**config.mk**
```make
export PLATFORM = sky130hd
export DESIGN_NAME = gc_ctrl
export DESIGN_NICKNAME = d
export VERILOG_FILES = /design/src/rtl/gc_pkg.sv /design/src/rtl/gc_victim_scan.sv /design/src/rtl/gc_reloc_seq.sv /design/src/rtl/gc_ctrl.sv
export SDC_FILE = /design/constraint.sdc
export NUM_CORES = 1
export LEC_CHECK = 0
export BUFFER_PORTS_ARGS = -buffer_cell sky130_fd_sc_hd__buf_2
export CAP_MARGIN = 20
export CELL_PAD_IN_SITES_DETAIL_PLACEMENT = 1
export CELL_PAD_IN_SITES_GLOBAL_PLACEMENT = 1
export CORE_ASPECT_RATIO = 0.9
export CORE_MARGIN = 2
export CORE_UTILIZATION = 35
export CTS_BUF_LIST = sky130_fd_sc_hd__clkbuf_4
export DETAILED_ROUTE_END_ITERATION = 12
export HOLD_SLACK_MARGIN = 0.15
export PLACE_DENSITY_LB_ADDON = 0.2
export SYNTH_ARGS = -nofsm -noshare
export SYNTH_HDL_FRONTEND = slang
export SYNTH_HIERARCHICAL = 1
export SYNTH_SLANG_ARGS = --single-unit
```
**constraint.sdc**
```tcl
create_clock -name clk -period 1.8 [get_ports clk]
set_input_delay 0.36 -clock clk [delete_from_list [all_inputs] [get_ports clk]]
set_output_delay 0.36 -clock clk [all_outputs]
set_load 0.1 [all_outputs]
```
**src/rtl/gc_pkg.sv**
```systemverilog
// Shared types for the garbage collection controller.
// Assumes: nothing beyond SystemVerilog enums.
package gc_pkg;
    typedef enum logic [2:0] {
        PH_IDLE,
        PH_SCAN,
        PH_RELOC,
        PH_PUSH,
        PH_CHECK
    } gc_phase_t;

    typedef enum logic [1:0] {
        RL_IDLE,
        RL_PROBE,
        RL_ISSUE,
        RL_ERASE
    } reloc_state_t;

    localparam logic OP_COPY  = 1'b0;
    localparam logic OP_ERASE = 1'b1;
endpackage

```
**src/rtl/gc_victim_scan.sv**
```systemverilog
// Sequential greedy victim search: visits one block per cycle on the
// count port and keeps the eligible block with the lowest valid count.
// A strict less-than keeps the earliest block on ties.
// Assumes: count port returns data in the same cycle; inputs stay
// stable during the scan.
module gc_victim_scan #(
    parameter int NBLK  = 16,
    parameter int PAGES = 8,
    localparam int BW = $clog2(NBLK),
    localparam int CW = $clog2(PAGES + 1)
) (
    input  logic          clk,
    input  logic          rst_n,
    input  logic          start,
    input  logic [BW-1:0] open_blk,
    output logic [BW-1:0] vc_addr,
    input  logic [CW-1:0] vc_count,
    input  logic          vc_free,
    output logic          done,
    output logic          found,
    output logic [BW-1:0] victim
);
    localparam logic [BW-1:0] LAST_BLK = BW'(NBLK - 1);

    logic          active;
    logic [BW-1:0] idx;
    logic          have;
    logic [CW-1:0] best_cnt;
    logic [BW-1:0] best_blk;
    logic          done_q;
    logic          eligible;
    logic          better;

    // Eligibility and improvement test for the block under the pointer.
    always_comb begin
        eligible = !vc_free && (idx != open_blk);
        better   = eligible && (!have || (vc_count < best_cnt));
    end

    // Walk the block range and track the best candidate.
    always_ff @(posedge clk) begin
        if (!rst_n) begin
            active   <= 1'b0;
            idx      <= '0;
            have     <= 1'b0;
            best_cnt <= '0;
            best_blk <= '0;
            done_q   <= 1'b0;
        end else begin
            done_q <= 1'b0;
            if (start) begin
                active <= 1'b1;
                idx    <= '0;
                have   <= 1'b0;
            end else if (active) begin
                if (better) begin
                    have     <= 1'b1;
                    best_cnt <= vc_count;
                    best_blk <= idx;
                end
                if (idx == LAST_BLK) begin
                    active <= 1'b0;
                    done_q <= 1'b1;
                end else begin
                    idx <= idx + 1'b1;
                end
            end
        end
    end

    assign vc_addr = idx;
    assign done    = done_q;
    assign found   = have;
    assign victim  = best_blk;
endmodule

```
**src/rtl/gc_reloc_seq.sv**
```systemverilog
// Relocation sequencer: probes each page of the victim on the bitmap
// port, issues one copy per live page, then one erase.
// Assumes: the victim's bitmap stays stable until its erase is accepted.
module gc_reloc_seq
    import gc_pkg::*;
#(
    parameter int NBLK  = 16,
    parameter int PAGES = 8,
    localparam int BW = $clog2(NBLK),
    localparam int PW = $clog2(PAGES)
) (
    input  logic          clk,
    input  logic          rst_n,
    input  logic          start,
    input  logic [BW-1:0] victim,
    output logic [BW-1:0] bm_blk,
    output logic [PW-1:0] bm_page,
    input  logic          bm_valid,
    output logic          cmd_valid,
    input  logic          cmd_ready,
    output logic          cmd_op,
    output logic [BW-1:0] cmd_blk,
    output logic [PW-1:0] cmd_page,
    output logic          done
);
    localparam logic [PW-1:0] LAST_PG = PW'(PAGES - 1);

    reloc_state_t  st;
    logic [PW-1:0] pg;
    logic [BW-1:0] blk;
    logic          last;

    assign last = (pg == LAST_PG);

    // Page walk: probe, issue copy if live, erase after the last page.
    always_ff @(posedge clk) begin
        if (!rst_n) begin
            st  <= RL_IDLE;
            pg  <= '0;
            blk <= '0;
        end else begin
            case (st)
                RL_IDLE: if (start) begin
                    blk <= victim;
                    pg  <= '0;
                    st  <= RL_PROBE;
                end
                RL_PROBE: begin
                    if (bm_valid)  st <= RL_ISSUE;
                    else if (last) st <= RL_ERASE;
                    else           pg <= pg + 1'b1;
                end
                RL_ISSUE: if (cmd_ready) begin
                    if (last) st <= RL_ERASE;
                    else begin
                        pg <= pg + 1'b1;
                        st <= RL_PROBE;
                    end
                end
                RL_ERASE: if (cmd_ready) st <= RL_IDLE;
                default: st <= RL_IDLE;
            endcase
        end
    end

    // Command and bitmap port drive from the walk state.
    always_comb begin
        bm_blk    = blk;
        bm_page   = pg;
        cmd_valid = (st == RL_ISSUE) || (st == RL_ERASE);
        cmd_op    = (st == RL_ERASE) ? OP_ERASE : OP_COPY;
        cmd_blk   = blk;
        cmd_page  = (st == RL_ERASE) ? '0 : pg;
        done      = (st == RL_ERASE) && cmd_ready;
    end


    cmd_hold_chk: assert property (@(posedge clk) disable iff (!rst_n)
        (cmd_valid && !cmd_ready) |=>
            (cmd_valid && $stable(cmd_op) && $stable(cmd_blk) && $stable(cmd_page)));


    copy_live_chk: assert property (@(posedge clk) disable iff (!rst_n)
        (cmd_valid && cmd_op == OP_COPY) |-> bm_valid);
endmodule

```
**src/rtl/gc_ctrl.sv**
```systemverilog
// Greedy garbage collection controller top. Phase machine: start below
// LOW_TH, scan for a victim, relocate and erase it, push it to the free
// pool, then stop once free_cnt reaches HIGH_TH. Holds the die while busy.
// Assumes: free_cnt reflects a push by the cycle after push_valid.
module gc_ctrl
    import gc_pkg::*;
#(
    parameter int NBLK    = 16,
    parameter int PAGES   = 8,
    parameter int LOW_TH  = 3,
    parameter int HIGH_TH = 5,
    localparam int BW = $clog2(NBLK),
    localparam int PW = $clog2(PAGES),
    localparam int CW = $clog2(PAGES + 1),
    localparam int FW = $clog2(NBLK + 1)
) (
    input  logic          clk,
    input  logic          rst_n,
    input  logic [FW-1:0] free_cnt,
    input  logic [BW-1:0] open_blk,
    input  logic          host_req,
    output logic          host_gnt,
    output logic          busy,
    output logic [BW-1:0] vc_addr,
    input  logic [CW-1:0] vc_count,
    input  logic          vc_free,
    output logic [BW-1:0] bm_blk,
    output logic [PW-1:0] bm_page,
    input  logic          bm_valid,
    output logic          cmd_valid,
    input  logic          cmd_ready,
    output logic          cmd_op,
    output logic [BW-1:0] cmd_blk,
    output logic [PW-1:0] cmd_page,
    output logic          push_valid,
    output logic [BW-1:0] push_blk
);
    localparam logic [FW-1:0] LOW_V  = FW'(LOW_TH);
    localparam logic [FW-1:0] HIGH_V = FW'(HIGH_TH);

    gc_phase_t     phase;
    logic          scan_start;
    logic          scan_done;
    logic          scan_found;
    logic [BW-1:0] scan_victim;
    logic          rel_start;
    logic          rel_done;

    // Start pulses for the scanner and the relocator.
    always_comb begin
        scan_start = ((phase == PH_IDLE)  && (free_cnt < LOW_V)) ||
                     ((phase == PH_CHECK) && (free_cnt < HIGH_V));
        rel_start  = (phase == PH_SCAN) && scan_done && scan_found;
    end

    // Phase sequencing with hysteresis between LOW_TH and HIGH_TH.
    always_ff @(posedge clk) begin
        if (!rst_n) begin
            phase <= PH_IDLE;
        end else begin
            case (phase)
                PH_IDLE:  if (scan_start) phase <= PH_SCAN;
                PH_SCAN:  if (scan_done) phase <= scan_found ? PH_RELOC : PH_IDLE;
                PH_RELOC: if (rel_done) phase <= PH_PUSH;
                PH_PUSH:  phase <= PH_CHECK;
                PH_CHECK: phase <= scan_start ? PH_SCAN : PH_IDLE;
                default:  phase <= PH_IDLE;
            endcase
        end
    end

    gc_victim_scan #(.NBLK(NBLK), .PAGES(PAGES)) u_scan (
        .clk      (clk),
        .rst_n    (rst_n),
        .start    (scan_start),
        .open_blk (open_blk),
        .vc_addr  (vc_addr),
        .vc_count (vc_count),
        .vc_free  (vc_free),
        .done     (scan_done),
        .found    (scan_found),
        .victim   (scan_victim)
    );

    gc_reloc_seq #(.NBLK(NBLK), .PAGES(PAGES)) u_reloc (
        .clk       (clk),
        .rst_n     (rst_n),
        .start     (rel_start),
        .victim    (scan_victim),
        .bm_blk    (bm_blk),
        .bm_page   (bm_page),
        .bm_valid  (bm_valid),
        .cmd_valid (cmd_valid),
        .cmd_ready (cmd_ready),
        .cmd_op    (cmd_op),
        .cmd_blk   (cmd_blk),
        .cmd_page  (cmd_page),
        .done      (rel_done)
    );

    // Die ownership, host gating and free-pool return.
    always_comb begin
        busy       = (phase != PH_IDLE);
        host_gnt   = host_req && !busy;
        push_valid = (phase == PH_PUSH);
        push_blk   = scan_victim;
    end


    start_low_chk: assert property (@(posedge clk) disable iff (!rst_n)
        (!busy && free_cnt < LOW_V) |=> busy);


    stop_high_chk: assert property (@(posedge clk) disable iff (!rst_n)
        $fell(busy) |-> ($past(free_cnt) >= HIGH_V || $past(scan_done && !scan_found)));


    push_after_erase_chk: assert property (@(posedge clk) disable iff (!rst_n)
        push_valid |-> $past(cmd_valid && cmd_ready && cmd_op == OP_ERASE && cmd_blk == push_blk));


    erase_not_open_chk: assert property (@(posedge clk) disable iff (!rst_n)
        (cmd_valid && cmd_op == OP_ERASE) |-> (cmd_blk != open_blk));
endmodule

```
==> flow_summary.ini, run 1 <==
[floorplanning]
dieArea_sq_um = 4940
initial_core_util_pct = 37.0
core_sq_um = 4160
io_pins = 46
row_count = 22
die_x_um = 73.9
die_h_um = 66.9

[worst_setup_path]
r2r_setup_slack_ps = 90
setup.worst_path.start = u_reloc/st[0]
rr_startpoint = u_scan/best_cnt[1]
crit_path_max_incr_delay_ps = 350
critPathCaptureType = output pin
arrival_ps = 1400
reg2regPathDepth = 7
reg2reg_to = u_scan/victim[3]
crit_required_ps = 1440
cp_max_fo = 4
crit_end = cmd_page[0]
worst_path_max_delay_cell = dfxtp_2
startpoint_type = flip-flop
crit_path_cell_trace = buf_6 -> ha_4 -> buf_8 -> nor2b_4 -> buf_12
crit_type = flip-flop to output pin

[pwr]
p_per_area_nw_per_um2 = 479
seqPwrFrac_pct = 59.1
peakVddDrop_mv = 0.366
switching_power_uw = 267
clkPwrFrac_pct = 26.9
power.internal_uw = 755
p_leak_uw = 0.000935
p_total_uw = 1020
p_comb_share_pct = 14.0
swShare_pct = 26.2

[place]
place.gp.congestion = 0.858
dp.final_hpwl_um = 3150
dpl.cell_count = 280
io_buffer_count = 45

[sta]
holdWs_ps = 290
finalCritPeriodShare_pct = 97.8
hold_violations = 0
fin_crit_ps = 1760
rsz0062_at_grt = true
tightest_slew_ps = 493
setup_viol = 0
fmax_mhz = 568
slew_headroom_pct = 67.1
slew_viol_final = 0
fin_skew_ps = 3.81

[logic_synthesis]
synth.largest_area_cell = dfxtp_1
synth_nets = 203
synth_warnings = 6
synth_top_flop_cell = dfxtp_1
syn_avg_cell_area_sq_um = 8.89
ys_seq_elements = 27
syn_area_sq_um = 1540
postSynthCellCount = 173
synthTopCellsByCount = nand2_1, dfxtp_1, mux2i_1
synth_top_area_share_pct = 35.2
synth_cell_types = 42
yosysSeqAreaShare_pct = 35.2
synthArstFlopShare_pct = 0
synth.most_common_cell = nand2_1
yosys-top-cells-area = dfxtp_1, ha_1, mux2i_1
synth_edf_count = 0

[detailed_routing]
maxUsedRoutingLayer = met4
first_pass_iters = 5
avgRoutedWirePerCell_um = 14.1
met2WireLength_um = 2020
drtAntennaViolNets = 0
wl_met3_um = 144
dr.first_iter.drc_count = 49
vias_per_cell = 4.89
drcViolationCount = 0
routed_wl_um = 4040
wl_met1_um = 1850
vias = 1402

[global_route]
grt_overflow = 0
grt_pass1_wl_um = 6780
grt_max_degree = 19
grt_usage_pct = 17.7
grt_pass1_vias = 1460
antenna_found_initial = 0

[cells_and_area]
diodes = 0
layout-drive-gt1-share_pct = 42.3
fin_util_pct = 51.3
final_cell_count_no_fill = 287
nets = 258
area_growth_pct = 38.7

[clock_network]
clockBufferDepth = 2
cts_hold_buf = 0
cts_inserted_buffers = 3
htreeDepth = 1
cts_tree = done
cts_root_buffer = clkbuf_4
cts.sinks = 27
insertion_delay_ps = 320
clk_pin_slew_ps = 140

[worst_hold_path]
hold_path_class = input port to flip-flop

[run_status]
status = finished clean

[flow_run]
maxCapViolations = 0
[registers in the layout, summed over array words and instances (netlist names)]
| signal | flops |
|---|---|
| u_scan/vc_addr | 4 |
| phase | 3 |
| u_scan/active | 1 |
| u_scan/done | 1 |
| u_scan/victim | 4 |
| u_reloc/bm_page | 3 |
| u_scan/best_cnt | 4 |
| u_scan/found | 1 |
| u_reloc/bm_blk | 4 |
| u_reloc/st | 2 |
[critical path: cells and delay by family (launching register included)]
family	cells	cell delay, ps
adders and majority gates	1	170
buffers and inverters	3	440
DFF	1	350
and+or+nand+nor	1	120
[kinds of logic (layout without fill, tap and decap cells)]
| family | Yosys count | after routing | share of synthesized area (%) |
|---|---|---|---|
| AO/OA/AOI/OAI | 26 | 26 | 13.9 |
| XOR/XNOR | 6 | 6 | 3.42 |
| adder cells (fa/ha/maj) | 11 | 11 | 8.95 |
| buffers and inverters | 20 | 74 | 7.57 |
| flip-flops | 27 | 27 | 35.2 |
| multiplexers | 13 | 13 | 8.46 |
| AND/OR/NAND/NOR | 70 | 70 | 22.5 |
[power by group through the flow]
stage / logic (uW) / registers (uW) / clock network, uW
4_1_cts: 134 / 605 / 287
2_1_floorplan: 74.5 / 626 / 0
5_1_grt: 156 / 606 / 310
3_5_place_dp: 134 / 618 / 0
6_report: 143 / 604 / 275
3_3_place_gp: 127 / 617 / 0
[worst min-delay path by stage]
stage,startpoint,slack (ps),endpoint,depth (start not counted)
6_report,vc_count[2],290,u_scan/best_cnt[2],3
5_1_grt,vc_count[0],280,u_scan/best_cnt[0],3
4_1_cts,vc_count[2],280,u_scan/best_cnt[2],3
3_5_place_dp,u_scan/done,430,phase[0],1
3_3_place_gp,u_scan/done,440,phase[0],1
2_1_floorplan,u_scan/done,410,phase[0],1
[area by class of cell]
type                            count  area (sq um)
Tap cell                           60          75.1
Clock buffer                        4          30.0
Timing Repair Buffer               60           448
Fill cell                         498          2020
Multi-Input combinational cell    126           972
Inverter                           10          41.3
Sequential cell                    27           567
[per-stage QoR]
stage          cell area [sq um]  setup TNS, ps  setup WS [ps]
2_1_floorplan               1610           -280          -35.0
3_3_place_gp                1980          -2.78          -1.73
3_5_place_dp                1980           -247          -80.9
4_1_cts                     2060              0           3.45
5_1_grt                     2130          -66.5          -23.4
6_report                    2130              0           39.5
[repair_timing]
item                       CTS  global route
pin swaps                    1             5
setup endpoints to repair    6            19
resized for setup            9            18
buffers inserted             1             2
[cells in the final DEF, fill, tap and decap left out, types with 2 or more instances in the layout]
master	n
nor2b_4	3
nor2_4	2
and3_1	3
mux2i_1	12
dfxtp_1	16
dfxtp_2	6
ha_1	8
nor2_1	6
o21bai_1	2
dfxtp_4	5
buf_4	13
inv_1	8
o22ai_1	2
xor2_1	5
a21oi_1	4
nand3_1	11
ha_4	2
buf_12	6
clkbuf_4	5
and2_1	3
nand2b_1	2
a21boi_0	4
nand2_1	28
o21ai_2	2
o21a_1	2
buf_6	2
buf_2	37
[metal layers]
metal	global-route usage, %	vias up
met1	22.4	660
met2	31.1	32
met5	0	-
met3	3.33	2
met4	3.41	0
li1	-	708
(Power assumes the default switching activity.)
==> run 2, diff against run 1 <==
--- a/config.mk
+++ b/config.mk
@@ -15,7 +15,7 @@
 export CTS_BUF_LIST = sky130_fd_sc_hd__clkbuf_4
 export DETAILED_ROUTE_END_ITERATION = 12
 export HOLD_SLACK_MARGIN = 0.15
-export PLACE_DENSITY_LB_ADDON = 0.2
+export PLACE_DENSITY = 0.84
 export SYNTH_ARGS = -nofsm -noshare
 export SYNTH_HDL_FRONTEND = slang
 export SYNTH_HIERARCHICAL = 1
==> run 2 against run 1 <==
Fmax shrank 0.66%. Utilization decreased by 0.42 points. Count of clock-buffer cells in the layout did not move. Highest routed layer is now met3.
==> flow_summary.ini, run 2 (synthesized netlist as in run 1, its figures left out) <==
[run_status]
status = finished clean

[global_route]
grt_pass1_wl_um = 6080
grt_usage_pct = 15.7
antenna_found_initial = 0
grt_pass1_vias = 1385
grt-busiest-layer = met2
met2_usage_pct = 28.5
use_met1_pct = 18.8
use_met3_pct = 3.33
grt_max_degree = 20
grt_overflow = 0

[cells_and_area]
diodes = 0
layout-drive-gt1-share_pct = 41.0
regArea_sq_um = 567
final_cell_mix = buf_2, nand2_1, dfxtp_1
layout_commonest_cell = buf_2
nets = 258
final_cell_count_no_fill = 287
fillerInstances = 492
area_growth_pct = 37.6
multi_input_area_sq_um = 958

[detailed_routing]
drtAntennaViolNets = 0
drcViolationCount = 0
first_pass_iters = 4
vias = 1398
dr.first_iter.drc_count = 33
routed_wl_um = 3780
avgRoutedWirePerCell_um = 13.2
vias_per_cell = 4.87

[sta]
finalCritPeriodShare_pct = 98.5
finalSetupTns_ps = 0
setup_ws_ps = 27.7
setup_viol = 0
hold_violations = 0
rsz0062_at_grt = true
slew_viol_final = 0
fin_crit_ps = 1770
tightest_slew_ps = 487
slew_headroom_pct = 67.7
fin_skew_ps = 2.05
fmax_mhz = 564

[clock_network]
clk_pin_slew_ps = 140
cts_hold_buf = 0
cts.sinks = 27
clockBufferDepth = 2
htreeDepth = 1
cts_inserted_buffers = 3
cts_tree = done
cts_root_buffer = clkbuf_4
insertion_delay_ps = 320

[pwr]
p_leak_uw = 0.000926
p_per_area_nw_per_um2 = 483
peakVddDrop_mv = 0.296

[floorplanning]
core_sq_um = 4160
initial_core_util_pct = 37.0
io_pins = 46
die_x_um = 73.9
dieArea_sq_um = 4940
die_h_um = 66.9
row_count = 22

[worst_setup_path]
cp_top_family = buffers and inverters
arrival_ps = 1410
cp_max_fo = 5
crit_required_ps = 1440
crit_type = flip-flop to output pin
crit_path_max_incr_delay_ps = 350
path_buf_inv = 3
crit_path_cell_trace = buf_6 -> ha_4 -> buf_8 -> nor2b_4 -> buf_12
critPathCaptureType = output pin
worst_path_max_delay_cell = dfxtp_2
startpoint_type = flip-flop

[place]
io_buffer_count = 45
dp.final_hpwl_um = 2930
pre_cts_slack_ps = -162
place.gp.congestion = 0.805
dpl.cell_count = 281

[worst_hold_path]
hold_path_class = input port to flip-flop

[flow_run]
maxCapViolations = 0
[run 2: changes by cell type in the layout (fill, tap and decap cells not counted), sizes merged]
cell	delta
clkbuf	-1
buf	+1
[run 2: worst paths after layout]
kind              slack (ps)  depth (start not counted)               start                  to
hold reg to reg          470                          2  u_scan/best_cnt[3]  u_scan/best_cnt[3]
hold / removal           280                          3         vc_count[2]  u_scan/best_cnt[2]
setup reg to reg          80                          7  u_scan/best_cnt[1]  u_scan/best_cnt[1]
setup / recovery          30                          5       u_reloc/st[0]         cmd_page[0]
[run 2: layout make-up]
class	instances	area share [%]
Multi-Input combinational cell	126	45.3
Inverter	10	1.95
Tap cell	60	3.55
Timing Repair Buffer	60	21.0
Clock buffer	4	1.42
Sequential cell	27	26.8
[run 2: power by group]
| part | switching (uW) | leakage (uW) | total (uW) | internal [uW] |
|---|---|---|---|---|
| logic | 85.0 | 0.000682 | 142 | 56.9 |
| clock network | 174 | 0.0000184 | 276 | 102 |
| registers | 7.26 | 0.000225 | 604 | 597 |
[run 2: timing repair]
action,4_1_cts,5_1_grt
resized for setup,13,11
hold endpoints to repair,0,0
setup endpoints to repair,15,14
pin swaps,0,4
setup buffers,1,1
[run 2: metrics by stage]
step	power [uW]	area, sq um	hold WS [ps]	util, %
detailed placement	751	1990	451	47.9
floorplan	701	1610	412	-
CTS	1030	2060	271	49.6
finish	1020	2120	278	50.9
global route	1080	2120	288	50.9
global placement	746	1990	429	47.9
[run 2: worst register-to-register path: cells and delay by family (launching register included)]
family,cells,cell delay [ps]
buffers and inverters,2,290
AO/OA/AOI/OAI,3,640
multiplexers,1,180
adder cells (fa/ha/maj),1,200
flip-flops,1,340
[run 2: per-layer routing]
metal	vias to the layer above	wire length [um]
met4	0	0
met1	659	1770
met2	33	1890
met5	-	0
met3	0	121
li1	706	-
